File: src/rtl/clkrep_pkg.sv
package clkrep_pkg;
  typedef enum logic {
    SW_IDLE = 1'b0,
    SW_SCAN = 1'b1
  } sweep_state_e;
endpackage

File: src/rtl/clkrep_frame_bits.sv
// Per-frame use and dirty bits. Access reports win over any clear.
module clkrep_frame_bits #(
  parameter int NFRAMES = 16,
  localparam int IDX_W  = $clog2(NFRAMES)
) (
  input  logic               clk,
  input  logic               rst_n,
  input  logic               acc_valid,
  input  logic [IDX_W-1:0]   acc_idx,
  input  logic               acc_write,
  input  logic               fill_valid,
  input  logic [IDX_W-1:0]   fill_idx,
  input  logic               clr_valid,
  input  logic [IDX_W-1:0]   clr_idx,
  output logic [NFRAMES-1:0] use_vec,
  output logic [NFRAMES-1:0] dirty_vec
);

  for (genvar g = 0; g < NFRAMES; g++) begin : g_frame
    logic hit_acc, hit_fill, hit_clr;
    logic use_en, use_d, dirty_en, dirty_d;

    always_comb begin
      hit_acc  = acc_valid  && (acc_idx  == IDX_W'(g));
      hit_fill = fill_valid && (fill_idx == IDX_W'(g));
      hit_clr  = clr_valid  && (clr_idx  == IDX_W'(g));
      use_en   = hit_acc || hit_fill || hit_clr;
      use_d    = hit_acc;
      dirty_en = (hit_acc && acc_write) || hit_fill;
      dirty_d  = hit_acc && acc_write;
    end

    always_ff @(posedge clk or negedge rst_n) begin
      if (!rst_n) begin
        use_vec[g]   <= 1'b0;
        dirty_vec[g] <= 1'b0;
      end else begin
        if (use_en)   use_vec[g]   <= use_d;
        if (dirty_en) dirty_vec[g] <= dirty_d;
      end
    end
  end

endmodule

File: src/rtl/clkrep_sweep.sv
// Hand pointer and sweep control: one frame examined per cycle.
module clkrep_sweep
  import clkrep_pkg::*;
#(
  parameter int NFRAMES = 16,
  localparam int IDX_W  = $clog2(NFRAMES)
) (
  input  logic               clk,
  input  logic               rst_n,
  input  logic               req,
  input  logic [NFRAMES-1:0] use_vec,
  input  logic [NFRAMES-1:0] dirty_vec,
  output logic               busy,
  output logic               clr_valid,
  output logic [IDX_W-1:0]   clr_idx,
  output logic               pick_valid,
  output logic [IDX_W-1:0]   pick_idx,
  output logic               pick_dirty,
  output logic [IDX_W-1:0]   hand,
  output logic               lap
);

  localparam logic [IDX_W-1:0] LAST = IDX_W'(NFRAMES - 1);

  sweep_state_e     state_q, state_d;
  logic [IDX_W-1:0] hand_q, hand_d;
  logic [IDX_W-1:0] step_q, step_d;
  logic             lap_q, lap_d;
  logic             hand_en, step_en;
  logic             scanning, start, cur_use, cur_dirty, accept;

  always_comb begin
    scanning   = (state_q == SW_SCAN);
    start      = (state_q == SW_IDLE) && req;
    cur_use    = use_vec[hand_q];
    cur_dirty  = dirty_vec[hand_q];
    accept     = scanning && !cur_use && (lap_q || !cur_dirty);

    clr_valid  = scanning && cur_use;
    clr_idx    = hand_q;
    pick_valid = accept;
    pick_idx   = hand_q;
    pick_dirty = cur_dirty;

    state_d = state_q;
    if (start)  state_d = SW_SCAN;
    if (accept) state_d = SW_IDLE;

    hand_en = scanning;
    hand_d  = (hand_q == LAST) ? '0 : hand_q + 1'b1;

    step_en = start || (scanning && !accept && !lap_q);
    step_d  = start ? '0 : step_q + 1'b1;
    lap_d   = lap_q;
    if (start)
      lap_d = 1'b0;
    else if (scanning && !accept && !lap_q && (step_q == LAST))
      lap_d = 1'b1;
  end

  always_ff @(posedge clk or negedge rst_n) begin
    if (!rst_n) begin
      state_q <= SW_IDLE;
      hand_q  <= '0;
      step_q  <= '0;
      lap_q   <= 1'b0;
    end else begin
      state_q <= state_d;
      if (hand_en) hand_q <= hand_d;
      if (step_en) begin
        step_q <= step_d;
        lap_q  <= lap_d;
      end
    end
  end

  assign busy = scanning;
  assign hand = hand_q;
  assign lap  = lap_q;

endmodule

File: src/rtl/clkrep_result.sv
// Registered victim report.
module clkrep_result #(
  parameter int NFRAMES = 16,
  localparam int IDX_W  = $clog2(NFRAMES)
) (
  input  logic             clk,
  input  logic             rst_n,
  input  logic             pick_valid,
  input  logic [IDX_W-1:0] pick_idx,
  input  logic             pick_dirty,
  output logic             done,
  output logic [IDX_W-1:0] victim_idx,
  output logic             victim_dirty
);

  always_ff @(posedge clk or negedge rst_n) begin
    if (!rst_n) begin
      done         <= 1'b0;
      victim_idx   <= '0;
      victim_dirty <= 1'b0;
    end else begin
      done <= pick_valid;
      if (pick_valid) begin
        victim_idx   <= pick_idx;
        victim_dirty <= pick_dirty;
      end
    end
  end

endmodule

File: src/rtl/clock_victim_sel.sv
module clock_victim_sel #(
  parameter int NFRAMES = 16,
  localparam int IDX_W  = $clog2(NFRAMES)
) (
  input  logic             clk,
  input  logic             rst_n,
  input  logic             acc_valid,
  input  logic [IDX_W-1:0] acc_idx,
  input  logic             acc_write,
  input  logic             fill_valid,
  input  logic [IDX_W-1:0] fill_idx,
  input  logic             req,
  output logic             busy,
  output logic             done,
  output logic [IDX_W-1:0] victim_idx,
  output logic             victim_dirty
);

  logic [NFRAMES-1:0] use_vec, dirty_vec;
  logic               clr_valid, pick_valid, pick_dirty, lap;
  logic [IDX_W-1:0]   clr_idx, pick_idx, hand;

  clkrep_frame_bits #(.NFRAMES(NFRAMES)) u_bits (
    .clk, .rst_n, .acc_valid, .acc_idx, .acc_write, .fill_valid, .fill_idx,
    .clr_valid, .clr_idx, .use_vec, .dirty_vec
  );

  clkrep_sweep #(.NFRAMES(NFRAMES)) u_sweep (
    .clk, .rst_n, .req, .use_vec, .dirty_vec, .busy, .clr_valid, .clr_idx,
    .pick_valid, .pick_idx, .pick_dirty, .hand, .lap
  );

  clkrep_result #(.NFRAMES(NFRAMES)) u_result (
    .clk, .rst_n, .pick_valid, .pick_idx, .pick_dirty,
    .done, .victim_idx, .victim_dirty
  );

endmodule

File: config.mk
export PLATFORM = sky130hd
export DESIGN_NAME = clock_victim_sel
export DESIGN_NICKNAME = d
export VERILOG_FILES = /design/src/rtl/clkrep_pkg.sv /design/src/rtl/clkrep_frame_bits.sv /design/src/rtl/clkrep_sweep.sv /design/src/rtl/clkrep_result.sv /design/src/rtl/clock_victim_sel.sv
export SDC_FILE = /design/constraint.sdc
export NUM_CORES = 1
export LEC_CHECK = 0
export ABC_AREA = 0
export BUFFER_PORTS_ARGS = -buffer_cell sky130_fd_sc_hd__buf_2
export CORE_AREA = 2 2 72 126
export CTS_CLUSTER_DIAMETER = 80
export DETAILED_ROUTE_END_ITERATION = 6
export DIE_AREA = 0 0 74 128
export PLACE_DENSITY = 0.49
export RECOVER_POWER = 50
export REMOVE_ABC_BUFFERS = 1
export SYNTH_ARGS = -nofsm -noshare
export SYNTH_HDL_FRONTEND = slang
export SYNTH_SLANG_ARGS = --single-unit
File: constraint.sdc
create_clock -name clk -period 3.2 [get_ports clk]
set_input_delay 0.8 -clock clk [delete_from_list [all_inputs] [get_ports clk]]
set_output_delay 0.8 -clock clk [all_outputs]
set_load 0.02 [all_outputs]
# Word level (Yosys, flattened, before mapping)
# Cells that the tools add are included.
# word_totals
ff_bits	48
output_inout_bits	7
input_bits	14
wordCells	230
# classes
n_reduce_logical	131
addsub	2
n_lt_le_gt_ge	1
n_mux	10
bitwise	1
eq_ne	46
# op_table
op	count
$eq A4 B4 Y1 const B	25
$logic_and A1 B1 Y1	71
$logic_or A1 B1 Y1	50
$eq A4 B3 Y1 const B	12
$eq A4 B2 Y1 const B	6
$eq A4 B1 Y1 const B	3
$logic_not A4 Y1	3
$add A4 B1 Y4 const B	2
$bmux W1 S4	2
$mux W4	2
$mux W1	6
$lt A4 B5 Y1 const B	1
$logic_not A1 Y1	4
$reduce_bool A2 Y1	2
$reduce_and A2 Y1	1
$not A1 Y1	1

# Logic depth before layout (Yosys ltp)
# Gate-level depths: netlist of run 1.
# logic_depth
word_depth	11
mapped_depth	7
depth_no_buf	5

# Cells and area by module
# Synthesis of run 1 repeated with hierarchy kept, for this count alone.
# unflattened
hier_cells	214
area_unflattened_um2	2549.9
# by_module_without_submodules
module	cells_each	seq_area_each_um2	n_inst	area_per_inst_um2
clkrep_frame_bits	127	800.8	1	1456.4
clkrep_sweep	76	250.2	1	887.1
clkrep_result	11	150.1	1	206.4

# Worst setup path before layout of run 1
# Ideal clock, no wire load.
# synth_path
kind	register to register
startpoint	register u_sweep.hand_q[0] (netlist: u_sweep.clr_idx[0])
endpoint	register u_result.victim_idx[0]
t_required_ns	3.075
n_path_buf	1
setup_ns	0.125
path_slack_ns	1.022
period_less_slack_ns	2.178
arrival_time_ns	2.053
path_stages_with_launch	7
cell_sequence	dfrtp_1 buf_6 mux4_2 a22oi_2 nand3_2 a211o_4 mux2_4
# synth_between
elab_chain_len	5
word_cells_on_any_way	9
classes_between	4 x mux; 5 x reduce/logical
# synth_lines
element	line_no	rtl
start: declaration	clkrep_sweep.sv:26	logic [IDX_W-1:0] hand_q, hand_d;
start signal: assignment	clkrep_sweep.sv:69	if (hand_en) hand_q <= hand_d;
$bmux W1 S4 (on tied branches)	clkrep_sweep.sv:35, clkrep_sweep.sv:36	
$mux W1 (on tied branches)	clkrep_sweep.sv:35, clkrep_sweep.sv:36	
$logic_not A1 Y1	clkrep_sweep.sv:37	accept = scanning && !cur_use && (lap_q || !cur_dirty);
$logic_and A1 B1 Y1 / $logic_or A1 B1 Y1 (equally long branches)	clkrep_sweep.sv:37	
$logic_and A1 B1 Y1	clkrep_sweep.sv:37	
end signal: assignment	clkrep_result.sv:24	victim_idx <= pick_idx;
end: declaration	clkrep_result.sv:12	output logic [IDX_W-1:0] victim_idx,
# Parallel ways exist; a longest one is shown, timed or not. The select of a mux whose other input is x is not followed.
# A chain may end at the register's enable or synchronous reset.

# Worst setup path in the final report of run 1
# layout_path
startpoint	register u_sweep.hand_q[1] (netlist: u_sweep.clr_idx[1])
endpoint	register u_result.victim_idx[1]
# The elaborated chain is that of the path after synthesis.

==> impl_metrics.py, run 1 <==
metrics = {
    "drt": {
        "post_drt_wl_per_cell_um": 18.6,
        "dr_total_vias": 1958,
        "drcViolationCount": 0,
        "drtIter0Drc": 83,
        "ant_nets": 0,
        "detail_route.vias_per_cell": 5.19,
        "routed_wl_um": 7000,
        "dr.pass1.iters": 4,
    },
    "sta": {
        "slew_headroom_pct": 19.0,
        "timing.hold.ws_ns": 0.485,
        "setup-tns-final_ns": 0,
        "postLayoutSetupSlackWorst_ns": 0.792,
        "worst_pin_slew_ns": 1.22,
        "hold_viol": 0,
        "setup_violations": 0,
        "fin_crit_ns": 2.41,
        "rsz0062_at_grt": "false",
        "fin_crit_sh_pct": 75.3,
        "slew_violations": 0,
        "clock.fmax_ghz": 0.415,
        "skew_ns": 0.00431,
    },
    "cells_and_area": {
        "drive_gt1_share_pct": 17.3,
        "seqCellArea_sq_um": 1200,
        "fin_nets": 278,
        "instances_no_fill": 377,
        "n_antenna_cell": 0,
        "area_growth_pct": 18.0,
        "final_cell_mix": "dfrtp_1, nand2_1, o21ai_0, buf_2, nand3_1",
        "mostFrequentLayoutCell": "dfrtp_1",
        "fillers": 894,
        "multi_input_area_sq_um": 1230,
    },
    "hold_path": {
        "min_path_type": "reg2reg",
        "min_from": "u_bits.dirty_vec[14]",
    },
    "pwr": {
        "clkPwrFrac_pct": 25.8,
        "ir_worst_vdd_mv": 0.395,
        "p_leak_uw": 0.00132,
        "comb_power_share_pct": 39.0,
        "swShare_pct": 35.9,
        "p_seq_share_pct": 35.2,
        "internal_power_uw": 1880,
        "power_switching_uw": 1060,
        "cellPowerDensity_nw_per_um2": 996,
    },
    "floorplanning": {
        "initial_core_util_pct": 29.4,
        "die_h_um": 128,
        "die_x_um": 74,
        "rows": 45,
        "coreArea_sq_um": 8500,
        "ios": 21,
        "die-area_sq_um": 9470,
    },
    "cts": {
        "clk_pin_slew_ns": 0.06,
        "clock-root-buffer": "clkbuf_16",
        "cts_tree": "yes",
        "htreeDepth": 2,
        "clock_latency_ns": 0.29,
        "post_cts_buffers": 0,
        "clockBufferDepth": 2,
        "ctsHoldBuffers": 0,
        "numCtsBuffers": 5,
        "cts_resized": 0,
        "clkSinkCount": 48,
    },
    "worst_setup_path": {
        "cp_max_fo": 14,
        "crit_type": "reg2reg",
        "crit_buf_inv": 0,
        "worstPathArrival_ns": 2.58,
        "critPathCaptureType": "flop",
        "path_cells": "mux4_1, a22oi_1, nand3_2, a211o_4, mux2_4",
        "crit_start": "u_sweep.clr_idx[1]",
        "cp-start-kind": "flop",
        "regToRegSetupSlack_ns": 0.79,
        "rr_startpoint": "u_sweep.clr_idx[1]",
        "required_ns": 3.38,
        "cpPeakStageDelay_ns": 0.71,
        "critPathTopFamily": "flip-flops",
        "critPathSlowestCell": "dfrtp_1",
    },
    "placed_design": {
        "port_buffers": 20,
        "dp_slack_ns": 0.819,
        "dp.cells": 369,
        "hpwl_um": 5550,
        "routabilityCongestion": 0.834,
    },
    "logic_synthesis": {
        "synth_seq_area_share_pct": 48.1,
        "yosys_warnings": 0,
        "syn_area_per_cell_sq_um": 10.6,
        "synth.cell_area_sq_um": 2500,
        "synth_top_area_cell": "dfrtp_1",
        "synth_area_leaders": "dfrtp_1, nand2_1, mux4_2",
        "ys_ff_latch": 48,
        "ys_types": 40,
        "synthCells": 235,
        "synth_top_area_share_pct": 48.1,
    },
    "grt": {
        "grt_overflow": 0,
        "gr-usage-met1_pct": 18.2,
        "antenna_found_initial": 0,
        "grtUsageMet2_pct": 28.5,
        "grt_max_degree": 28,
        "grt.busiest_layer": "met2",
        "grt_pass1_vias": 2027,
        "use_met3_pct": 3.07,
        "grt_pass1_wl_um": 11500,
        "grt.total_usage_pct": 16.6,
    },
    "run_status": {
        "outcome": "completed",
    },
    "job": {
        "drv_cap": 0,
    },
}
[sequential cells by signal, summed over array words and instances (netlist names)]
signal and count:
u_sweep.step_q 4, u_sweep.clr_idx 4, u_result.victim_idx 4, u_sweep.lap 1
u_bits.use_vec 16, u_bits.dirty_vec 16, u_sweep.busy 1, u_result.done 1
u_result.victim_dirty 1
[worst reg2reg max path: stages (launching register included)]
cell and delay [ns]:
dfrtp_1 0.71, mux4_1 0.38, a22oi_1 0.28, nand3_2 0.19
a211o_4 0.42, mux2_4 0.31
[final timing paths]
check | cells past startpoint | endpoint
max reg2reg | 5 | u_result.victim_idx[1]
min reg2reg | 2 | u_bits.dirty_vec[14]
min in group asynchronous | 1 | u_sweep.clr_idx[2]
min | 2 | u_bits.dirty_vec[14]
max in group asynchronous | 2 | u_bits.dirty_vec[1]
max | 5 | u_result.victim_idx[1]
[cells in the mapped netlist, drive strengths merged]
master,count
a211o,1
a21boi,1
a21o,4
a21oi,3
a22o,4
a22oi,2
a2bb2oi,3
a32o,9
a41oi,4
and2,3
and3,4
and3b,3
buf,3
clkbuf,4
dfrtp,48
ha,5
inv,8
mux2,4
mux2i,4
mux4,8
nand2,46
nand2b,2
nand3,14
nand4,6
nor2,6
nor2b,6
nor3b,2
o2111ai,1
o211ai,2
o21ai,21
o31a,1
o31ai,1
or2,1
xnor2,1
[cell type report]
type                       instances  area share, %
multi-input combinational        172           41.8
tap                              117           4.97
clock buffer                       5           4.24
clock inverter                     3           3.06
timing repair buffer              24           4.20
sequential                        48           40.7
inverter                           8           1.02
[power by group through the flow]
stage	Clock [uW]	Sequential [uW]	Combinational, uW
floorplan	0	1030	782
global placement	0	1050	1140
detailed placement	0	1040	1150
CTS	775	1030	1160
global route	810	1060	1270
finish	758	1030	1150
[layer usage]
layer  up-vias  part of all wire, %
met5         -                    0
met4         0                  5.4
met3        24                  2.9
met2        48                   53
met1       968                   39
li1        918                    -
[cells by family after synthesis]
group                      Yosys count  synth area share, %
AOI/OAI and AO/OA                   57                 16.9
buffers and inverters               15                 2.60
and+or+nand+nor                     93                 18.2
xor gates and xnor gates             1                0.351
adders and majority gates            5                 2.51
muxes                               16                 11.4
DFF                                 48                 48.1
[stage by stage]
stage / util (%) / power (uW) / area, sq um
after CTS: 34.7 / 2960 / 2950
final: 34.7 / 2940 / 2950
after global placement: 32.2 / 2190 / 2740
after floorplan: - / 1810 / 2460
after detailed placement: 32.2 / 2190 / 2740
after global routing: 34.7 / 3140 / 2950
Note: power is estimated with default switching activity, not from simulation.
==> inputs of run 2 (changes only) <==
--- a/config.mk
+++ b/config.mk
@@ -5,13 +5,13 @@
 export SDC_FILE = /design/constraint.sdc
 export NUM_CORES = 1
 export LEC_CHECK = 0
-export ABC_AREA = 0
+export ABC_AREA = 1
 export BUFFER_PORTS_ARGS = -buffer_cell sky130_fd_sc_hd__buf_2
-export CORE_AREA = 2 2 72 126
+export CORE_AREA = 2 2 76 133
 export CTS_CLUSTER_DIAMETER = 80
 export DETAILED_ROUTE_END_ITERATION = 6
-export DIE_AREA = 0 0 74 128
-export PLACE_DENSITY = 0.49
+export DIE_AREA = 0 0 78 135
+export PLACE_DENSITY = 0.5
 export RECOVER_POWER = 50
 export REMOVE_ABC_BUFFERS = 1
 export SYNTH_ARGS = -nofsm -noshare
==> constraint.sdc (replaced) <==
create_clock -name clk -period 2.17 [get_ports clk]
set_input_delay 0.5425 -clock clk [delete_from_list [all_inputs] [get_ports clk]]
set_output_delay 0.5425 -clock clk [all_outputs]
set_load 0.02 [all_outputs]
==> run 2 against run 1 <==
  * Register-to-register slack got worse by 0.51 ns
  * Area after synthesis increased by 11%
  * Global-route usage is 1.3 points lower
  * Total power is 47% higher
  * Combinational power rose by 78%
  * Routed wire length rose by 6.8%
  * Sequential cell count unchanged
  * Maximum frequency grew 28%
  * Clock power increased by 6.6%
  * Clock skew is 0.0061 ns higher
  * Die area up 11%
  * Utilization down 0.95 points
  * Largest cell class unchanged
  * Largest power group unchanged
  * Highest routed layer unchanged
==> impl_metrics.py, run 2 <==
metrics = {
    "logic_synthesis": {
        "syn_area_per_cell_sq_um": 7.50,
        "ys_ff_latch": 48,
        "ys_top_cells_by_count": "nand2_1, inv_1, dfrtp_1",
        "synth_top_area_share_pct": 43.2,
        "synth_top_area_cell": "dfrtp_1",
        "synth_area_leaders": "dfrtp_1, nand2_1, inv_1",
        "synthCells": 371,
        "ys.flop_type": "dfrtp_1",
        "synth.cell_area_sq_um": 2780,
        "synth_edf_count": 0,
        "async_reset_ff_share_pct": 100,
        "synth_seq_area_share_pct": 43.2,
        "ys_types": 30,
        "yosys.cell_count.top_type": "nand2_1",
        "yosys_warnings": 0,
    },
    "cts": {
        "clock-root-buffer": "clkbuf_16",
        "clk_pin_slew_ns": 0.07,
        "clockBufferDepth": 2,
        "clock_latency_ns": 0.30,
        "htreeDepth": 2,
        "clkSinkCount": 48,
        "numCtsBuffers": 5,
        "ctsHoldBuffers": 0,
        "cts_tree": "yes",
        "cts_resized": 0,
        "post_cts_buffers": 0,
    },
    "floorplanning": {
        "coreArea_sq_um": 9410,
        "rows": 47,
        "die-area_sq_um": 10500,
        "initial_core_util_pct": 29.6,
        "die_x_um": 78,
        "die_h_um": 135,
        "ios": 21,
    },
    "worst_setup_path": {
        "rr_startpoint": "u_sweep.clr_idx[1]",
        "crit_type": "reg2reg",
        "critPathTopFamily": "simple AND/OR/NAND/NOR gates",
        "crit_buf_inv": 1,
        "critPathCaptureType": "flop",
        "regToRegEndpoint": "u_bits.use_vec[8]",
        "required_ns": 2.34,
        "cpPeakStageDelay_ns": 0.52,
        "path_cells": "inv_2, nor2_1, o21ai_1, nand2_1, nand2_1, nand2_2, nor2_4, nor2_4, nand3_1, nand2_1, o21ai_0",
        "worstPathArrival_ns": 2.05,
        "crit_start": "u_sweep.clr_idx[1]",
        "crit_top_cell": "nand2_1",
        "cp-start-kind": "flop",
        "regToRegSetupSlack_ns": 0.29,
        "cp_max_fo": 15,
        "r2r_cells": 11,
        "critPathSlowestCell": "dfrtp_1",
    },
    "cells_and_area": {
        "area_growth_pct": 14.0,
        "reg.largest.list": "u_bits.dirty_vec (16), u_bits.use_vec (16)",
        "mostFrequentLayoutCell": "nand2_1",
        "fin_nets": 416,
        "final_cell_mix": "nand2_1, inv_1, dfrtp_1, nand3_1, nor2_1",
        "fillers": 1064,
        "drive_gt1_share_pct": 14.1,
        "n_antenna_cell": 0,
    },
    "pwr": {
        "p_leak_uw": 0.00156,
        "clkPwrFrac_pct": 18.7,
        "comb_power_share_pct": 47.5,
        "cellPowerDensity_nw_per_um2": 1360,
        "ir_worst_vdd_mv": 0.433,
        "swShare_pct": 44.1,
        "p_seq_share_pct": 33.8,
        "power_switching_uw": 1900,
        "internal_power_uw": 2420,
    },
    "grt": {
        "grt_overflow": 0,
        "grt_pass1_vias": 2439,
        "grt_pass1_wl_um": 12300,
        "grt.total_usage_pct": 15.3,
        "grt_max_degree": 49,
        "antenna_found_initial": 0,
    },
    "job": {
        "drv_cap": 0,
    },
    "drt": {
        "detail_route.vias_per_cell": 4.64,
        "post_drt_wl_per_cell_um": 14.4,
        "drtIter0Drc": 93,
        "drcViolationCount": 0,
        "dr.pass1.iters": 4,
        "top_layer": "met4",
        "ant_nets": 0,
        "wl_met1_um": 2860,
        "dr_total_vias": 2412,
        "wl_met3_um": 197,
        "met2_length_um": 4140,
        "routed_wl_um": 7480,
    },
    "placed_design": {
        "port_buffers": 20,
        "routabilityCongestion": 0.840,
        "hpwl_um": 5950,
        "dp_slack_ns": 0.268,
    },
    "sta": {
        "clock.fmax_ghz": 0.531,
        "worst_pin_slew_ns": 1.24,
        "postLayoutSetupSlackWorst_ns": 0.286,
        "hold_viol": 0,
        "fin_crit_sh_pct": 86.8,
        "slew_violations": 0,
        "fin_crit_ns": 1.88,
        "skew_ns": 0.0104,
        "timing.hold.ws_ns": 0.476,
        "setup_violations": 0,
        "setup-tns-final_ns": 0,
        "slew_headroom_pct": 17.3,
        "rsz0062_at_grt": "false",
    },
    "hold_path": {
        "min_path_cells": 2,
        "holdPathEnd": "u_result.victim_dirty",
        "min_from": "u_result.victim_dirty",
        "min_path_type": "reg2reg",
    },
    "run_status": {
        "outcome": "completed",
    },
}
## run 2: cell count changes in the layout (fill, tap and decap cells not counted), moves of 12 or more
cell	delta
inv_1	+47
nand2_1	+36
nand3_1	+29
nor2_1	+28
nor3_1	+20
o21ai_0	+12
## run 2: worst register-to-register path, stage by stage (launching register included)
cell     delay [ns]
dfrtp_1        0.52
inv_2          0.19
nor2_1         0.13
o21ai_1        0.07
nand2_1        0.06
nand2_1        0.07
nand2_2        0.09
nor2_4         0.05
nor2_4         0.25
nand3_1        0.17
nand2_1        0.08
o21ai_0        0.08
## run 2: logic make-up (layout without fill, tap and decap cells)
group / Yosys count / after routing / synth area share, %
flip-flops: 48 / 48 / 43.2
buffers and inverters: 71 / 98 / 11.6
AO/OA/AOI/OAI: 47 / 47 / 9.89
AND/OR/NAND/NOR: 197 / 197 / 32.1
XOR/XNOR: 3 / 3 / 0.944
adder cells (fa/ha/maj): 5 / 5 / 2.25
## run 2: worst max path at each step
stage,endpoint,cells past startpoint
final,u_bits.use_vec[8],11
after global routing,u_bits.use_vec[8],11
after CTS,u_bits.use_vec[8],11
after detailed placement,u_bits.use_vec[8],11
after global placement,u_bits.use_vec[8],11
after floorplan,u_sweep.step_q[1],11
## run 2: power by group through the flow
stage / Sequential (uW) / Clock [uW] / Combinational, uW
finish: 1460 / 808 / 2050
global route: 1500 / 865 / 2330
CTS: 1460 / 839 / 2080
detailed placement: 1480 / 0 / 2080
global placement: 1470 / 0 / 2050
floorplan: 1540 / 0 / 1370
## run 2: metrics by stage
step	area [sq um]	power, uW	utilization [%]	cells
floorplan	2700	2910	-	362
detailed placement	3030	3550	32.2	512
finish	3170	4320	33.7	520
CTS	3180	4390	33.8	520
global placement	3030	3520	32.2	512
global route	3170	4690	33.7	520
## run 2: per-layer routing
metal	vias to the layer above	global-route usage, %
met5	-	0
met4	0	7.31
met3	14	2.27
met2	54	28.7
met1	1115	16.5
li1	1229	-
## run 2: cell type report
class,count,area [sq um],area share (%)
inverter,62,240,7.57
tap,122,153,4.81
multi-input combinational,252,1260,39.7
sequential,48,1200,37.9
timing repair buffer,28,166,5.24
clock inverter,2,15.0,0.473
clock buffer,6,139,4.38
